**src/rtl/intr_gate_pkg.sv**
```systemverilog
package intr_gate_pkg;
    localparam int LVL_W   = 3;
    localparam int VEC_W   = 8;
    localparam int SWN_W   = 6;
    localparam int FLG_W   = 16;
    // Software numbers below this limit switch to the interrupt stack.
    localparam int SW_ISTACK_LIM = 32;

    // Flag register bit positions
    localparam int B_I      = 6;
    localparam int B_U      = 7;
    localparam int B_IPL_LO = 12;
    localparam int B_IPL_HI = B_IPL_LO + LVL_W - 1;

    // Bits that hold state; every other bit reads as 0.
    localparam logic [FLG_W-1:0] FLG_WMASK = 16'h70FF;

    typedef enum logic [1:0] {
        K_NONE = 2'd0,
        K_MASK = 2'd1,
        K_NMI  = 2'd2,
        K_SWI  = 2'd3
    } take_kind_e;
endpackage

```
**src/rtl/intr_gate_arb.sv**
```systemverilog
module intr_gate_arb
    import intr_gate_pkg::*;
#(
    parameter logic [VEC_W-1:0] NMI_VEC = 8'hF8
) (
    input  logic [FLG_W-1:0] flg,
    input  logic             mreq,
    input  logic [LVL_W-1:0] mreq_lvl,
    input  logic [VEC_W-1:0] mreq_vec,
    input  logic             nmi_hot,
    input  logic             swi_stb,
    input  logic [SWN_W-1:0] swi_num,
    output take_kind_e       kind,
    output logic [VEC_W-1:0] vec
);
    logic             mask_ok;
    logic [LVL_W-1:0] cur_ipl;

    always_comb begin
        cur_ipl = flg[B_IPL_HI:B_IPL_LO];
        mask_ok = mreq && flg[B_I] && (mreq_lvl > cur_ipl);
        kind    = K_NONE;
        vec     = '0;
        // Fixed order: software strobe, then non-maskable, then maskable
        if (swi_stb) begin
            kind = K_SWI;
            vec  = VEC_W'(swi_num);
        end else if (nmi_hot) begin
            kind = K_NMI;
            vec  = NMI_VEC;
        end else if (mask_ok) begin
            kind = K_MASK;
            vec  = mreq_vec;
        end
    end
endmodule

```
**src/rtl/intr_gate_flags.sv**
```systemverilog
module intr_gate_flags
    import intr_gate_pkg::*;
(
    input  logic             clk,
    input  logic             rst_n,
    input  take_kind_e       kind,
    input  logic [LVL_W-1:0] mreq_lvl,
    input  logic [SWN_W-1:0] swi_num,
    input  logic             flg_we,
    input  logic [FLG_W-1:0] flg_wdata,
    output logic [FLG_W-1:0] flg_q
);
    logic [FLG_W-1:0] flg_d;

    always_comb begin
        flg_d = flg_q;
        if (kind != K_NONE) begin
            flg_d[B_I] = 1'b0;
            case (kind)
                K_MASK: begin
                    flg_d[B_U] = 1'b0;
                    flg_d[B_IPL_HI:B_IPL_LO] = mreq_lvl;
                end
                K_NMI: flg_d[B_U] = 1'b0;
                K_SWI: if (swi_num < SWN_W'(SW_ISTACK_LIM)) flg_d[B_U] = 1'b0;
                default: ;
            endcase
        end else if (flg_we) begin
            flg_d = flg_wdata & FLG_WMASK;
        end
    end

    always_ff @(posedge clk or negedge rst_n) begin
        if (!rst_n) flg_q <= '0;
        else        flg_q <= flg_d;
    end

    // reserved positions never hold a 1
    a_r2_reserved_zero: assert property (@(posedge clk) disable iff (!rst_n)
        (flg_q & ~FLG_WMASK) == '0);
endmodule

```
**src/rtl/intr_gate.sv**
```systemverilog
module intr_gate
    import intr_gate_pkg::*;
#(
    parameter logic [VEC_W-1:0] NMI_VEC = 8'hF8
) (
    input  logic             clk,
    input  logic             rst_n,
    input  logic             mreq,
    input  logic [LVL_W-1:0] mreq_lvl,
    input  logic [VEC_W-1:0] mreq_vec,
    input  logic             nmi_req,
    input  logic             swi_stb,
    input  logic [SWN_W-1:0] swi_num,
    input  logic             flg_we,
    input  logic [FLG_W-1:0] flg_wdata,
    output logic             ack,
    output logic [VEC_W-1:0] vec_num,
    output logic [FLG_W-1:0] flg_q,
    output logic             flag_i,
    output logic             flag_u,
    output logic [LVL_W-1:0] ipl
);
    typedef struct packed {
        logic             ack;
        logic [VEC_W-1:0] vec;
        take_kind_e       kind;
        logic             nmi_prev;
        logic             nmi_pend;
    } st_t;

    st_t              st_d, st_q;
    take_kind_e       kind;
    logic [VEC_W-1:0] vec;
    logic             nmi_hot;

    assign nmi_hot = st_q.nmi_pend || (nmi_req && !st_q.nmi_prev);

    intr_gate_arb #(.NMI_VEC(NMI_VEC)) u_arb (
        .flg      (flg_q),
        .mreq     (mreq),
        .mreq_lvl (mreq_lvl),
        .mreq_vec (mreq_vec),
        .nmi_hot  (nmi_hot),
        .swi_stb  (swi_stb),
        .swi_num  (swi_num),
        .kind     (kind),
        .vec      (vec)
    );

    intr_gate_flags u_flags (
        .clk       (clk),
        .rst_n     (rst_n),
        .kind      (kind),
        .mreq_lvl  (mreq_lvl),
        .swi_num   (swi_num),
        .flg_we    (flg_we),
        .flg_wdata (flg_wdata),
        .flg_q     (flg_q)
    );

    always_comb begin
        st_d          = st_q;
        st_d.ack      = (kind != K_NONE);
        st_d.kind     = kind;
        st_d.nmi_prev = nmi_req;
        st_d.nmi_pend = nmi_hot && (kind != K_NMI);
        if (kind != K_NONE) st_d.vec = vec;
    end

    always_ff @(posedge clk or negedge rst_n) begin
        if (!rst_n) st_q <= '{ack: 1'b0, vec: '0, kind: K_NONE,
                               nmi_prev: 1'b0, nmi_pend: 1'b0};
        else        st_q <= st_d;
    end

    assign ack     = st_q.ack;
    assign vec_num = st_q.vec;
    assign flag_i  = flg_q[B_I];
    assign flag_u  = flg_q[B_U];
    assign ipl     = flg_q[B_IPL_HI:B_IPL_LO];

    // a taken maskable request outranked the level with I set
    a_r3_level_above: assert property (@(posedge clk) disable iff (!rst_n)
        (ack && st_q.kind == K_MASK) |->
            ($past(flag_i) && $past(mreq_lvl) > $past(ipl)));
    // the level is loaded on maskable acceptance
    a_r4_ipl_loaded: assert property (@(posedge clk) disable iff (!rst_n)
        (ack && st_q.kind == K_MASK) |-> (ipl == $past(mreq_lvl) && !flag_u));
    // non-maskable acceptance presents its fixed vector
    a_r5_nmi_vec: assert property (@(posedge clk) disable iff (!rst_n)
        (ack && st_q.kind == K_NMI) |-> (vec_num == NMI_VEC && !flag_u));
    // high software numbers keep the stack select
    a_r6_hi_swi_keeps_u: assert property (@(posedge clk) disable iff (!rst_n)
        (ack && st_q.kind == K_SWI && $past(swi_num) >= SWN_W'(SW_ISTACK_LIM))
            |-> (flag_u == $past(flag_u)));
    // low software numbers select the interrupt stack
    a_r6_lo_swi_clears_u: assert property (@(posedge clk) disable iff (!rst_n)
        (ack && st_q.kind == K_SWI && $past(swi_num) < SWN_W'(SW_ISTACK_LIM))
            |-> !flag_u);
    // every acceptance leaves interrupts disabled
    a_r8_enable_cleared: assert property (@(posedge clk) disable iff (!rst_n)
        ack |-> !flag_i);
    // two maskable acceptances never come back to back
    a_r8_no_mask_repeat: assert property (@(posedge clk) disable iff (!rst_n)
        (ack && st_q.kind == K_MASK) |=> !(ack && st_q.kind == K_MASK));
endmodule

```
**config.mk**
```make
export PLATFORM = sky130hd
export DESIGN_NAME = intr_gate
export DESIGN_NICKNAME = d
export VERILOG_FILES = /design/src/rtl/intr_gate_pkg.sv /design/src/rtl/intr_gate_arb.sv /design/src/rtl/intr_gate_flags.sv /design/src/rtl/intr_gate.sv
export SDC_FILE = /design/constraint.sdc
export NUM_CORES = 1
export LEC_CHECK = 0
export ABC_AREA = 1
export CORE_MARGIN = 5
export CORE_UTILIZATION = 30
export DETAILED_ROUTE_END_ITERATION = 10
export PLACE_DENSITY = 0.72
export SETUP_SLACK_MARGIN = 0.1
export SYNTH_ARGS = -nofsm -noshare
export SYNTH_HDL_FRONTEND = slang
export SYNTH_SLANG_ARGS = --single-unit
```
**constraint.sdc**
```tcl
create_clock -name clk -period 4.6 [get_ports clk]
set_input_delay 0.69 -clock clk [delete_from_list [all_inputs] [get_ports clk]]
set_output_delay 0.69 -clock clk [all_outputs]
set_load 0.01 [all_outputs]
```
==> impl_metrics.env, run 1 <==
export IMPL_slew_limit_headroom_pct=31.6
export IMPL_power_frac_clock_pct=29.4
export IMPL_placed_area_mm2=0.00181
export IMPL_worstPathRequired_ns=4.77
export IMPL_rsz0062_at_grt="no"
export IMPL_ant_nets=0
export IMPL_hp_class="reg -> reg"
export IMPL_seq_area_frac_synth_pct=42.1
export IMPL_cpMaxStageDelayCell="clkdlybuf4s50_1"
export IMPL_fin_crit_sh_pct=46.8
export IMPL_p_sw_uw=172
export IMPL_drive_above_1_share_pct=4.93
export IMPL_cp_arrival_ns=2.32
export IMPL_hpwl_um=2430
export IMPL_viasPerCell=4.18
export IMPL_drtIter0Drc=22
export IMPL_coreArea_mm2=0.00429
export IMPL_critical_path_class="in -> reg"
export IMPL_hold_end="u_flags.flg_q[5]$_DFFE_PN0P_"
export IMPL_worstHoldPathCells=2
export IMPL_r2r_cells=10
export IMPL_drc=0
export IMPL_cp_slowest_stage_delay_ns=0.44
export IMPL_fin_nets=266
export IMPL_cts_buffers=3
export IMPL_post_cts_buffers=0
export IMPL_hold_path_startpoint="u_flags.flg_q[5]$_DFFE_PN0P_"
export IMPL_dieArea_mm2=0.00578
export IMPL_p_leak_nw=0.977
export IMPL_ys_ff_latch=22
export IMPL_status="finished, final reports clean"
export IMPL_netlist_instances=177
export IMPL_crit_chain="clkdlybuf4s50_1 > ha_1 > a21oi_1 > nand2_1 > nand2_4 > nand2_4 > inv_2 > nand2_1 > nand2_1 > inv_1"
export IMPL_met2WireLength_um=1490
export IMPL_grt_max_degree=23
export IMPL_die_y_um=76.0
export IMPL_clk_pin_slew_ns=0.09
export IMPL_rows=24
export IMPL_crit_family="buffers and inverters"
export IMPL_power_uw=618
export IMPL_maxCapViolations=0
export IMPL_pwr_share_comb_pct=31.9
export IMPL_worst_path_most_repeated_cell="nand2_1"
export IMPL_antenna_found_initial=0
export IMPL_dp_slack_ns=2.14
export IMPL_cts_sinks=22
export IMPL_finClkSkew_ns=0.00850
export IMPL_insertion_delay_ns=0.26
export IMPL_worst_setup_path_start_kind="primary input"
export IMPL_cts_root_buf="clkbuf_8"
export IMPL_port_buffer_count=58
export IMPL_gp_congestion=0.780
export IMPL_io_pins=69
export IMPL_first_pass_iters=4
export IMPL_p_seq_share_pct=38.7
export IMPL_crit_reg2reg_capture="vec_num[0]$_DFFE_PN0P_"
export IMPL_postSynthAreaPerCell_um2=7.39
export IMPL_top_layer="met4"
export IMPL_m1WireLength_um=1310
export IMPL_overflow=0
export IMPL_cts_tree="done"
export IMPL_htreeDepth=1
export IMPL_antenna_cells=0
export IMPL_cts_buffer_depth=2
export IMPL_avgRoutedWirePerCell_um=11.0
export IMPL_start_util_pct=30.4
export IMPL_fmax_ghz=0.464
export IMPL_stdcell_area_mm2=0.00189
export IMPL_setup_viol=0
export IMPL_synth_distinct_cells=17
export IMPL_finalHoldViolCount=0
export IMPL_min_period_ns=2.15
export IMPL_drt_total_wl_um=3040
export IMPL_ctsHoldBuffers=0
export IMPL_grt_pass1_wl_um=5140
export IMPL_fp_dieW_um=76.0
export IMPL_crit_fanout=11
export IMPL_power_share_switching_pct=27.8
export IMPL_drv_slew=0
export IMPL_pwr_density_cell_mw_per_mm2=328
export IMPL_r2r_slack_ns=2.89
export IMPL_route_met3_wl_um=215
export IMPL_grt_pass1_vias=1137
export IMPL_r2r_start="u_flags.flg_q[14]$_DFFE_PN0P_"
export IMPL_fillers=474
export IMPL_cp_end_kind="register"
export IMPL_peakVddDrop_mv=0.128
export IMPL_setup_ws_ns=2.45
export IMPL_worstMarginPinSlew_ns=1.02
export IMPL_num_vias=1149
export IMPL_area_growth_pct=44.2
export IMPL_syn_area_mm2=0.00131
export IMPL_yosys_warnings=0
export IMPL_p_int_uw=446
export IMPL_cts_resized=0
export IMPL_grt_total_usage_pct=10.7
export IMPL_setup_tns_ns=0
export IMPL_worst_path_buf_inv=3
registers in the layout (all words and copies together) (netlist names):
| name | cells |
|---|---|
| ack | 1 |
| st_q | 2 |
| vec_num | 8 |
| u_flags.flg_q | 11 |
routing by layer:
layer  vias to the layer above  track usage [%]
met5                         -                0
met4                         0             3.74
met3                         2             3.19
met2                        29             18.0
met1                       522             12.9
li1                        596                -
per-stage QoR:
step                      hold WS, ns  instances  utilization (%)
final                           0.484        275             43.9
after global placement          0.467        271             42.2
after global routing            0.509        275             43.9
after CTS                       0.490        275             43.9
after floorplan                 0.394        181                -
after detailed placement        0.464        271             42.2
cell usage after synthesis, drive strengths merged:
master	count	share of area, %
nand3	18	7.8
nand2	71	22
conb	1	0.29
o21bai	2	1.1
nor2	7	2.6
dfrtp	22	42
ha	3	2.9
inv	29	8.3
buf	20	12
a21oi	1	0.38
o21ai	3	1.1
power groups by stage:
stage,clock [mW],sequential [mW],combinational (mW)
after CTS,0.188,0.240,0.201
after floorplan,0,0.248,0.105
after detailed placement,0,0.243,0.201
after global routing,0.194,0.243,0.218
final,0.182,0.240,0.197
after global placement,0,0.242,0.197
worst max path at each step:
stage                                          endpoint  slack (ns)         from  depth (start not counted)
after floorplan                  vec_num[1]$_DFFE_PN0P_        2.79  mreq_lvl[2]                         10
after global placement           vec_num[0]$_DFFE_PN0P_        2.17  mreq_lvl[2]                         10
after detailed placement         vec_num[1]$_DFFE_PN0P_        2.14  mreq_lvl[2]                         10
after CTS                        vec_num[1]$_DFFE_PN0P_        2.43  mreq_lvl[2]                         10
after global routing      u_flags.flg_q[13]$_DFFE_PN0P_        2.30  mreq_lvl[2]                          9
final                            vec_num[0]$_DFFE_PN0P_        2.45  mreq_lvl[2]                         10
area by class of cell:
| cell class | instances | area (um^2) | share of cell area (%) |
|---|---|---|---|
| timing repair buffer | 58 | 581 | 30.8 |
| clock inverter | 1 | 30.0 | 1.59 |
| clock buffer | 3 | 41.3 | 2.19 |
| inverter | 29 | 109 | 5.77 |
| multi-input combinational | 110 | 509 | 27.0 |
| sequential | 22 | 551 | 29.2 |
| tap | 52 | 65.1 | 3.45 |
cells in the final DEF (no fill, tap or decap), drive strengths merged:
master         instances
a21oi                  1
bufinv                 1
clkbuf                 3
clkdlybuf4s50         58
conb                   5
dfrtp                 22
ha                     3
inv                   29
nand2                 71
nand3                 18
nor2                   7
o21ai                  3
o21bai                 2
cell families after synthesis:
group           Yosys count  share of synthesized area [%]
simple gates             96                           32.0
other cells               1                          0.287
fa+ha+maj                 3                           2.87
buf+inv                  49                           20.1
compound gates            6                           2.68
flops                    22                           42.1
worst reg2reg max path: cells and delay by family, from the launching register on:
kind | cells | cell delay (ns)
buf+inv | 3 | 0.29
fa+ha+maj | 1 | 0.33
flops | 1 | 0.40
compound gates | 1 | 0.15
simple gates | 5 | 0.45
No activity file was read; power rests on OpenSTA's default activity.
==> run 2, diff against run 1 <==
Settings changed: PLACE_DENSITY 0.72 to 0.74.
Clock period 4.6 ns to 1.75 ns, I/O delays scaled along.
==> impl_metrics.env, run 2 (synthesized netlist as in run 1, its figures left out) <==
export IMPL_status="finished, final reports clean"
export IMPL_pwr_share_comb_pct=37.3
export IMPL_clk_pin_slew_ns=0.08
export IMPL_crit_fanout=3
export IMPL_drv_slew=0
export IMPL_coreArea_mm2=0.00429
export IMPL_area_growth_pct=52.5
export IMPL_peakVddDrop_mv=0.482
export IMPL_ant_nets=0
export IMPL_min_period_ns=1.52
export IMPL_num_vias=1205
export IMPL_viasPerCell=4.21
export IMPL_finalHoldViolCount=0
export IMPL_layout_common_cells="nand2_1 (69), clkdlybuf4s50_1 (55), inv_1 (26)"
export IMPL_drtIter0Drc=24
export IMPL_pwr_density_cell_mw_per_mm2=786
export IMPL_fmax_ghz=0.657
export IMPL_stdcell_area_mm2=0.00199
export IMPL_port_buffer_count=58
export IMPL_maxCapViolations=0
export IMPL_rsz0062_at_grt="no"
export IMPL_dieArea_mm2=0.00578
export IMPL_worst_path_buf_inv=2
export IMPL_p_leak_nw=1.05
export IMPL_first_pass_iters=4
export IMPL_crit_family="buffers and inverters"
export IMPL_cp_end_kind="output port"
export IMPL_hpwl_um=2520
export IMPL_cts_buffers=3
export IMPL_cp_slowest_stage_delay_ns=0.53
export IMPL_final_common_cell="nand2_1"
export IMPL_avgRoutedWirePerCell_um=11.1
export IMPL_power_frac_clock_pct=23.1
export IMPL_fp_dieW_um=76.0
export IMPL_io_pins=69
export IMPL_htreeDepth=1
export IMPL_gp_congestion=0.780
export IMPL_utilization_pct=46.4
export IMPL_power_share_switching_pct=29.3
export IMPL_antenna_cells=0
export IMPL_drive_above_1_share_pct=10.7
export IMPL_fin_crit_sh_pct=86.9
export IMPL_cts_sinks=22
export IMPL_p_seq_share_pct=39.6
export IMPL_p_sw_uw=460
export IMPL_drc=0
export IMPL_insertion_delay_ns=0.26
export IMPL_grt_pass1_vias=1193
export IMPL_largest_reg_flops=11
export IMPL_grt_pass1_wl_um=5200
export IMPL_regMostFlops="u_flags.flg_q"
export IMPL_cp_arrival_ns=1.26
export IMPL_hp_class="in -> async"
export IMPL_dp_slack_ns=-0.210
export IMPL_rows=24
export IMPL_start_util_pct=30.4
export IMPL_cpMaxStageDelayCell="clkdlybuf4s50_1"
export IMPL_antenna_found_initial=0
export IMPL_critical_path_class="reg -> out"
export IMPL_finClkSkew_ns=0.00153
export IMPL_cts_root_buf="clkbuf_8"
export IMPL_power_mw=1.57
export IMPL_drt_total_wl_um=3170
export IMPL_fin_nets=277
export IMPL_worst_setup_path_start_kind="register"
export IMPL_cts_tree="done"
export IMPL_overflow=0
export IMPL_setup_ws_ns=0.228
export IMPL_worstPathRequired_ns=1.49
export IMPL_setup_viol=0
export IMPL_grt_total_usage_pct=10.7
export IMPL_die_y_um=76.0
export IMPL_crit_chain="buf_4 > clkdlybuf4s50_1"
export IMPL_grt_max_degree=23
export IMPL_r2r_slack_ns=0.26
export IMPL_ctsHoldBuffers=0
export IMPL_placed_area_mm2=0.00188
export IMPL_cts_buffer_depth=2
export IMPL_p_int_mw=1.11
export IMPL_timing_hold_ws_ns=0.349
==> run 2: changes by cell type in the layout (fill, tap and decap cells not counted), sizes merged <==
cell           delta
buf              +11
bufinv            -1
clkbuf            +1
clkdlybuf4s50     -3
dlymetal6s2s      +3
==> run 2: power groups by stage <==
stage                     Combinational [mW]  Sequential (mW)  Clock, mW
after CTS                              0.550            0.629      0.382
after global placement                 0.535            0.636          0
after detailed placement               0.545            0.638          0
final                                  0.585            0.621      0.362
after floorplan                        0.275            0.653          0
after global routing                   0.640            0.633      0.403
==> run 2: worst register-to-register path, delay by kind of cell, from the launching register on <==
kind,cells,cell delay (ns)
and+or+nand+nor,6,0.42
adders and majority gates,1,0.29
buffers and inverters,3,0.25
DFF,1,0.42
==> run 2: repair_timing <==
action	CTS	global route
endpoints found under the setup margin	12	19
gates resized for setup	2	7
setup buffers	0	2
==> run 2: layer usage <==
metal / up-vias / part of all wire, % / wire length, um / track usage (%)
li1: 623 / - / - / -
met1: 547 / 40 / 1280 / 12.1
met2: 33 / 51 / 1620 / 18.9
met3: 2 / 7.8 / 247 / 4.14
met4: 0 / 0.57 / 18 / 2.14
met5: - / 0 / 0 / 0
==> run 2: area by class of cell <==
type                       count  area, um^2
timing repair buffer          69         671
inverter                      29         116
fill                         434        2300
multi-input combinational    110         537
clock buffer                   4        55.1
sequential                    22         551
tap                           52        65.1
==> run 2: through the flow <==
step           instances  setup TNS (ns)
3_3_place_gp         280           -2.57
5_1_grt              286               0
2_1_floorplan        181               0
3_5_place_dp         280           -3.09
6_report             286               0
4_1_cts              284               0
==> run 2: worst paths after layout <==
check                                               from  cells past startpoint                            end
max                        u_flags.flg_q[13]$_DFFE_PN0P_                      2                         ipl[1]
min                                                rst_n                      2  u_flags.flg_q[14]$_DFFE_PN0P_
max reg2reg                u_flags.flg_q[12]$_DFFE_PN0P_                     10         vec_num[1]$_DFFE_PN0P_
min reg2reg                       vec_num[7]$_DFFE_PN0P_                      2         vec_num[7]$_DFFE_PN0P_
max in group asynchronous                          rst_n                      2   u_flags.flg_q[6]$_DFFE_PN0P_
min in group clk                             mreq_lvl[2]                      5  u_flags.flg_q[14]$_DFFE_PN0P_
